`src/rtl/bsm_pkg.sv`:
```
package bsm_pkg;
   typedef enum logic [1:0] {
      BSM_IDLE = 2'd0,
      BSM_BEAT = 2'd1,
      BSM_GAP  = 2'd2
   } bsm_state_e;
endpackage

```
`src/rtl/bsm_beat_ctr.sv`:
```
module bsm_beat_ctr #(
   parameter int LEN_W = 8
) (
   input  logic             clk,
   input  logic             rst,
   input  logic             load,
   input  logic [LEN_W-1:0] load_val,
   input  logic             dec,
   output logic             last
);
   logic [LEN_W-1:0] left_q;

   always_ff @(posedge clk) begin
      if (rst) begin
         left_q <= '0;
      end else if (load) begin
         left_q <= load_val;
      end else if (dec) begin
         left_q <= left_q - 1'b1;
      end
   end

   assign last = (left_q == '0);
endmodule

```
`src/rtl/bsm_addr_gen.sv`:
```
module bsm_addr_gen #(
   parameter int ADDR_W    = 32,
   parameter int ADDR_STEP = 4,
   parameter bit ADDR_INCR = 1'b1
) (
   input  logic              clk,
   input  logic              rst,
   input  logic              load,
   input  logic [ADDR_W-1:0] base,
   input  logic              adv,
   output logic [ADDR_W-1:0] adr
);
   localparam logic [ADDR_W-1:0] STEP_V = ADDR_W'(ADDR_STEP);

   logic [ADDR_W-1:0] adr_q;

   generate
      if (ADDR_INCR) begin : g_incr
         always_ff @(posedge clk) begin
            if (rst) begin
               adr_q <= '0;
            end else if (load) begin
               adr_q <= base;
            end else if (adv) begin
               adr_q <= adr_q + STEP_V;
            end
         end
      end else begin : g_fixed
         always_ff @(posedge clk) begin
            if (rst) begin
               adr_q <= '0;
            end else if (load) begin
               adr_q <= base;
            end
         end
         logic unused_adv;
         assign unused_adv = adv;
      end
   endgenerate

   assign adr = adr_q;
endmodule

```
`src/rtl/bsm_ctrl.sv`:
```
module bsm_ctrl
   import bsm_pkg::*;
(
   input  logic clk,
   input  logic rst,
   input  logic cmd_valid,
   input  logic ack,
   input  logic last,
   output logic cmd_ready,
   output logic accept,
   output logic done,
   output logic restart,
   output logic cyc,
   output logic stb
);
   bsm_state_e state_q;
   logic       cyc_q;
   logic       stb_q;

   assign cmd_ready = (state_q == BSM_IDLE);
   assign accept    = cmd_valid && (state_q == BSM_IDLE);
   assign done      = (state_q == BSM_BEAT) && ack;
   assign restart   = (state_q == BSM_GAP);

   always_ff @(posedge clk) begin
      if (rst) begin
         state_q <= BSM_IDLE;
         cyc_q   <= 1'b0;
         stb_q   <= 1'b0;
      end else begin
         case (state_q)
            BSM_IDLE: begin
               if (cmd_valid) begin
                  state_q <= BSM_BEAT;
                  cyc_q   <= 1'b1;
                  stb_q   <= 1'b1;
               end
            end
            BSM_BEAT: begin
               if (ack) begin
                  stb_q <= 1'b0;
                  if (last) begin
                     cyc_q   <= 1'b0;
                     state_q <= BSM_IDLE;
                  end else begin
                     state_q <= BSM_GAP;
                  end
               end
            end
            BSM_GAP: begin
               stb_q   <= 1'b1;
               state_q <= BSM_BEAT;
            end
            default: begin
               state_q <= BSM_IDLE;
               cyc_q   <= 1'b0;
               stb_q   <= 1'b0;
            end
         endcase
      end
   end

   assign cyc = cyc_q;
   assign stb = stb_q;
endmodule

```
`src/rtl/bus_std_master.sv`:
```
module bus_std_master #(
   parameter int ADDR_W    = 32,
   parameter int DATA_W    = 32,
   parameter int LEN_W     = 8,
   parameter int ADDR_STEP = DATA_W / 8,
   parameter bit ADDR_INCR = 1'b1
) (
   input  logic                  clk,
   input  logic                  rst,
   input  logic                  cmd_valid,
   output logic                  cmd_ready,
   input  logic                  cmd_write,
   input  logic [ADDR_W-1:0]     cmd_addr,
   input  logic [LEN_W-1:0]      cmd_len,
   input  logic [DATA_W/8-1:0]   cmd_sel,
   input  logic [DATA_W-1:0]     wd_data,
   output logic                  wd_pop,
   output logic                  rsp_valid,
   output logic [DATA_W-1:0]     rsp_data,
   output logic                  m_cyc,
   output logic                  m_stb,
   output logic [ADDR_W-1:0]     m_adr,
   output logic                  m_we,
   output logic [DATA_W/8-1:0]   m_sel,
   output logic [DATA_W-1:0]     m_dat_o,
   input  logic                  m_ack,
   input  logic [DATA_W-1:0]     m_dat_i
);
   localparam int SEL_W = DATA_W / 8;

   generate
      if (DATA_W < 8 || (DATA_W % 8) != 0) begin : g_bad_data_w
         $error("bus_std_master: DATA_W must be a positive multiple of 8");
      end
      if (LEN_W < 1) begin : g_bad_len_w
         $error("bus_std_master: LEN_W must be at least 1");
      end
      if (ADDR_W < 2) begin : g_bad_addr_w
         $error("bus_std_master: ADDR_W must be at least 2");
      end
      if (ADDR_STEP < 1) begin : g_bad_step
         $error("bus_std_master: ADDR_STEP must be at least 1");
      end
   endgenerate

   logic accept;
   logic done;
   logic restart;
   logic last;

   bsm_ctrl u_ctrl (
      .clk       (clk),
      .rst       (rst),
      .cmd_valid (cmd_valid),
      .ack       (m_ack),
      .last      (last),
      .cmd_ready (cmd_ready),
      .accept    (accept),
      .done      (done),
      .restart   (restart),
      .cyc       (m_cyc),
      .stb       (m_stb)
   );

   bsm_beat_ctr #(.LEN_W(LEN_W)) u_ctr (
      .clk      (clk),
      .rst      (rst),
      .load     (accept),
      .load_val (cmd_len),
      .dec      (done && !last),
      .last     (last)
   );

   bsm_addr_gen #(
      .ADDR_W    (ADDR_W),
      .ADDR_STEP (ADDR_STEP),
      .ADDR_INCR (ADDR_INCR)
   ) u_adr (
      .clk  (clk),
      .rst  (rst),
      .load (accept),
      .base (cmd_addr),
      .adv  (done && !last),
      .adr  (m_adr)
   );

   logic              we_q;
   logic [SEL_W-1:0]  sel_q;
   logic [DATA_W-1:0] dat_q;
   logic              pop_q;
   logic              rv_q;
   logic [DATA_W-1:0] rd_q;
   logic              take_wd;

   assign take_wd = (accept && cmd_write) || (restart && we_q);

   always_ff @(posedge clk) begin
      if (rst) begin
         we_q  <= 1'b0;
         sel_q <= '0;
         dat_q <= '0;
         pop_q <= 1'b0;
         rv_q  <= 1'b0;
         rd_q  <= '0;
      end else begin
         if (accept) begin
            we_q  <= cmd_write;
            sel_q <= cmd_sel;
         end
         if (take_wd) begin
            dat_q <= wd_data;
         end
         pop_q <= take_wd;
         rv_q  <= done && !we_q;
         if (done && !we_q) begin
            rd_q <= m_dat_i;
         end
      end
   end

   assign m_we      = we_q;
   assign m_sel     = sel_q;
   assign m_dat_o   = dat_q;
   assign wd_pop    = pop_q;
   assign rsp_valid = rv_q;
   assign rsp_data  = rd_q;
endmodule

```
`config.mk`:
```
export PLATFORM = sky130hd
export DESIGN_NAME = bus_std_master
export DESIGN_NICKNAME = d
export VERILOG_FILES = /design/src/rtl/bsm_pkg.sv /design/src/rtl/bsm_beat_ctr.sv /design/src/rtl/bsm_addr_gen.sv /design/src/rtl/bsm_ctrl.sv /design/src/rtl/bus_std_master.sv
export SDC_FILE = /design/constraint.sdc
export NUM_CORES = 1
export LEC_CHECK = 0
export BUFFER_PORTS_ARGS = -buffer_cell sky130_fd_sc_hd__clkbuf_2
export CORE_ASPECT_RATIO = 1.1
export CORE_MARGIN = 8
export CORE_UTILIZATION = 48
export DETAILED_ROUTE_END_ITERATION = 6
export PLACE_DENSITY = 0.8
export REMOVE_ABC_BUFFERS = 1
export SYNTH_ARGS = -nofsm -noshare
export SYNTH_HDL_FRONTEND = slang
export SYNTH_HIERARCHICAL = 1
export SYNTH_SLANG_ARGS = --single-unit
```
`constraint.sdc`:
```
create_clock -name clk -period 2.8 [get_ports clk]
set_input_delay 0.14 -clock clk [delete_from_list [all_inputs] [get_ports clk]]
set_output_delay 0.14 -clock clk [all_outputs]
set_load 0.01 [all_outputs]
```
==> qor.yml <==
cells_and_area:
  nNetsFinal: 1029
  area_delta_synth_final_pct: 52.2
  drive_above_1_share_pct: 30.3
  final_cells: 1073
synth:
  synth.distinct_cells: 63
  ys_seq_area_share_pct: 45.0
  synth-async-reset-ratio_pct: 0
  synth_flop_cell: "dfxtp_1"
  synth_edf_count: 0
  postSynthCellCount: 613
  syn_area_mm2: 0.00512
  ys_warn_count: 6
  ys_seq_elements: 115
  yosys-top-cells-area: "dfxtp_1, nand2_1, a21oi_1"
  syn_area_per_cell_um2: 8.35
  synth_top_cell_by_area: "dfxtp_1"
  synth_top_area_share_pct: 45.0
floorplanning:
  coreArea_mm2: 0.0104
  dieArea_mm2: 0.0142
  die_y_um: 124
  die_w_um: 114
  rows: 39
  top_level_ports: 219
  start_util_pct: 49.2
power_and_ir_drop:
  internal_power_w: 0.00359
  p_seq_share_pct: 37.9
  power_leakage_nw: 3.35
  switchingPower_w: 0.00132
  netSwitchingFraction_pct: 26.8
  combPwrFrac_pct: 14.7
  vdd_drop_max_mv: 0.436
  p_clk_share_pct: 47.4
  powerDensity_mw_per_mm2: 630
grt:
  grt_pass1_wl_um: 31800
  grt_antenna_before_repair: 2
  grt_max_degree: 78
  grt.total_usage_pct: 27.9
  grt_pass1_vias: 6093
  grt-ovfl-total: 0
sta:
  period_share_pct: 93.8
  drv_slew: 0
  fmax_mhz: 381
  final-setup-viol-count: 0
  max_slew_margin_pct: 44.0
  fin_crit_ns: 2.63
  tns_ns: 0
  tightestPinTransition_ns: 0.840
  fin_skew_ns: 0.0109
  hold_viol: 0
  rsz0062_at_grt: "false"
critical_path:
  critical_path_class: "reg -> reg"
  end_kind: "flop"
  critPathLaunchType: "flop"
  crit_fanout: 9
  cp_data_arrival_time_ns: 2.92
  crit_required_ns: 3.09
clocking:
  clockBufferDepth: 2
  tritoncts: "built"
  cts_sinks: 115
  cts-root-buf: "clkbuf_16"
  clk_latency_ns: 0.41
  cts.reportedPaths.clkPinSlew_ns: 0.06
  cts_buffers: 17
  htree_levels: 4
routing:
  ant_nets: 0
  first_iter_violations: 696
  drc_errors: 0
  wl_per_cell_um: 19.1
  dr_total_vias: 6103
  postRouteWirelength_um: 20500
  via_per_inst: 5.69
  first_pass_iters: 6
outcome:
  outcome: "complete, no violations"
placed_design:
  gp_congestion: 0.914
  dp_hpwl_um: 12000
  placed_cells_incl_taps: 945
  portBuffers: 218
job:
  maxCapViolCount: 0
worst_hold_path:
  hold_path_class: "in -> reg"
cells by family after synthesis:
logic type | after synthesis | synth area share, %
AND/OR/NAND/NOR | 291 | 27.5
buffers and inverters | 51 | 6.02
multiplexers | 8 | 1.57
flip-flops | 115 | 45.0
XOR/XNOR | 12 | 2.05
AO/OA/AOI/OAI | 133 | 17.1
adder cells (fa/ha/maj) | 3 | 0.734
cell type report:
cell class                 count  area [um2]
antenna                        4        10.0
clock buffer                  18         429
clock inverter                14         206
fill                         701        2610
inverter                      10        37.5
multi-input combinational    447        2520
sequential                   115        2300
tap                          143         179
timing repair buffer         322        2100
final timing paths:
| kind | from | endpoint | cells after the start | slack, ns |
|---|---|---|---|---|
| max | u_ctr/left_q[4] | u_adr/adr[13] | 9 | 0.17 |
| min | cmd_addr[13] | u_adr/adr[13] | 3 | 0.01 |
| max reg2reg | u_ctr/left_q[4] | u_adr/adr[13] | 9 | 0.17 |
| min reg2reg | m_dat_o[25] | m_dat_o[25] | 2 | 0.45 |
metal layers:
metal / vias up / track usage [%] / routed length, um
met5: - / 0 / 0
met2: 439 / 45.1 / 9650
met1: 2792 / 30.4 / 7350
met4: 0 / 16.5 / 1060
li1: 2774 / - / -
met3: 98 / 10.4 / 2480
power by group through the flow:
stage | Combinational [W] | Sequential, W | Clock, W
6_report | 0.000722 | 0.00186 | 0.00232
5_1_grt | 0.000780 | 0.00188 | 0.00243
4_1_cts | 0.000695 | 0.00185 | 0.00234
3_5_place_dp | 0.000588 | 0.00188 | 0
3_3_place_gp | 0.000573 | 0.00188 | 0
2_1_floorplan | 0.000255 | 0.00191 | 0
metrics by stage:
stage          setup slack, ns  hold WS, ns  power (W)  util (%)  area [um2]
3_3_place_gp             0.197        0.364    0.00245      59.8        6210
6_report                 0.174       0.0149    0.00491      74.9        7780
5_1_grt                 0.0292       0.0282    0.00508      74.9        7780
3_5_place_dp             0.167        0.370    0.00247      59.8        6210
4_1_cts                  0.112     0.000370    0.00489      74.7        7770
2_1_floorplan           -0.345        0.202    0.00216         -        4850
cells in the final DEF, fill, tap and decap left out, drive strengths merged, types with 5 or more instances in the layout:
cell and instances:
nand2b 5, a311oi 8, clkinv 6, o21ai 6, and4 5, mux2i 8
or3 8, a21oi 76, or4 6, nor2 41, nand3 8, nand2 153
dlygate4sd3 92, buf 13, nor3b 7, a211oi 10, dfxtp 115, clkbuf 235
inv 11, a2111oi 5, xor2 9, nor4 10, nand4 19
cell usage after synthesis, types with 8 or more instances:
cell type,count
dfxtp_1,115
nand4_1,18
nor4_1,10
nor2_1,41
clkbuf_1,15
or3_1,8
a311oi_1,8
nand3_1,8
a211oi_1,10
inv_1,10
a21oi_1,73
nand2_1,153
xor2_1,9
mux2i_1,8
critical path, stage by stage, from the launching register on:
cell	delay [ns]
dfxtp_1	0.33
or4_4	0.57
nor4b_2	0.27
buf_4	0.16
nor2b_1	0.04
buf_4	0.16
and3_1	0.26
nor3b_1	0.17
and4_1	0.21
a2111oi_0	0.35
sequential cells by signal (all words and copies together) (netlist names):
| signal | count |
|---|---|
| m_we | 1 |
| wd_pop | 1 |
| m_sel | 4 |
| u_ctrl/stb | 1 |
| rsp_valid | 1 |
| m_dat_o | 32 |
| u_ctrl/cyc | 1 |
| u_adr/adr | 32 |
| rsp_data | 32 |
| u_ctrl/state_q | 2 |
| u_ctr/left_q | 8 |
repair_timing:
action / in CTS / in global routing
hold endpoints to repair: 92 / 0
gates resized for setup: 0 / 1
setup buffers: 0 / 0
setup endpoints to repair: 0 / 1
hold buffers: 92 / 0
(Power assumes the default switching activity.)
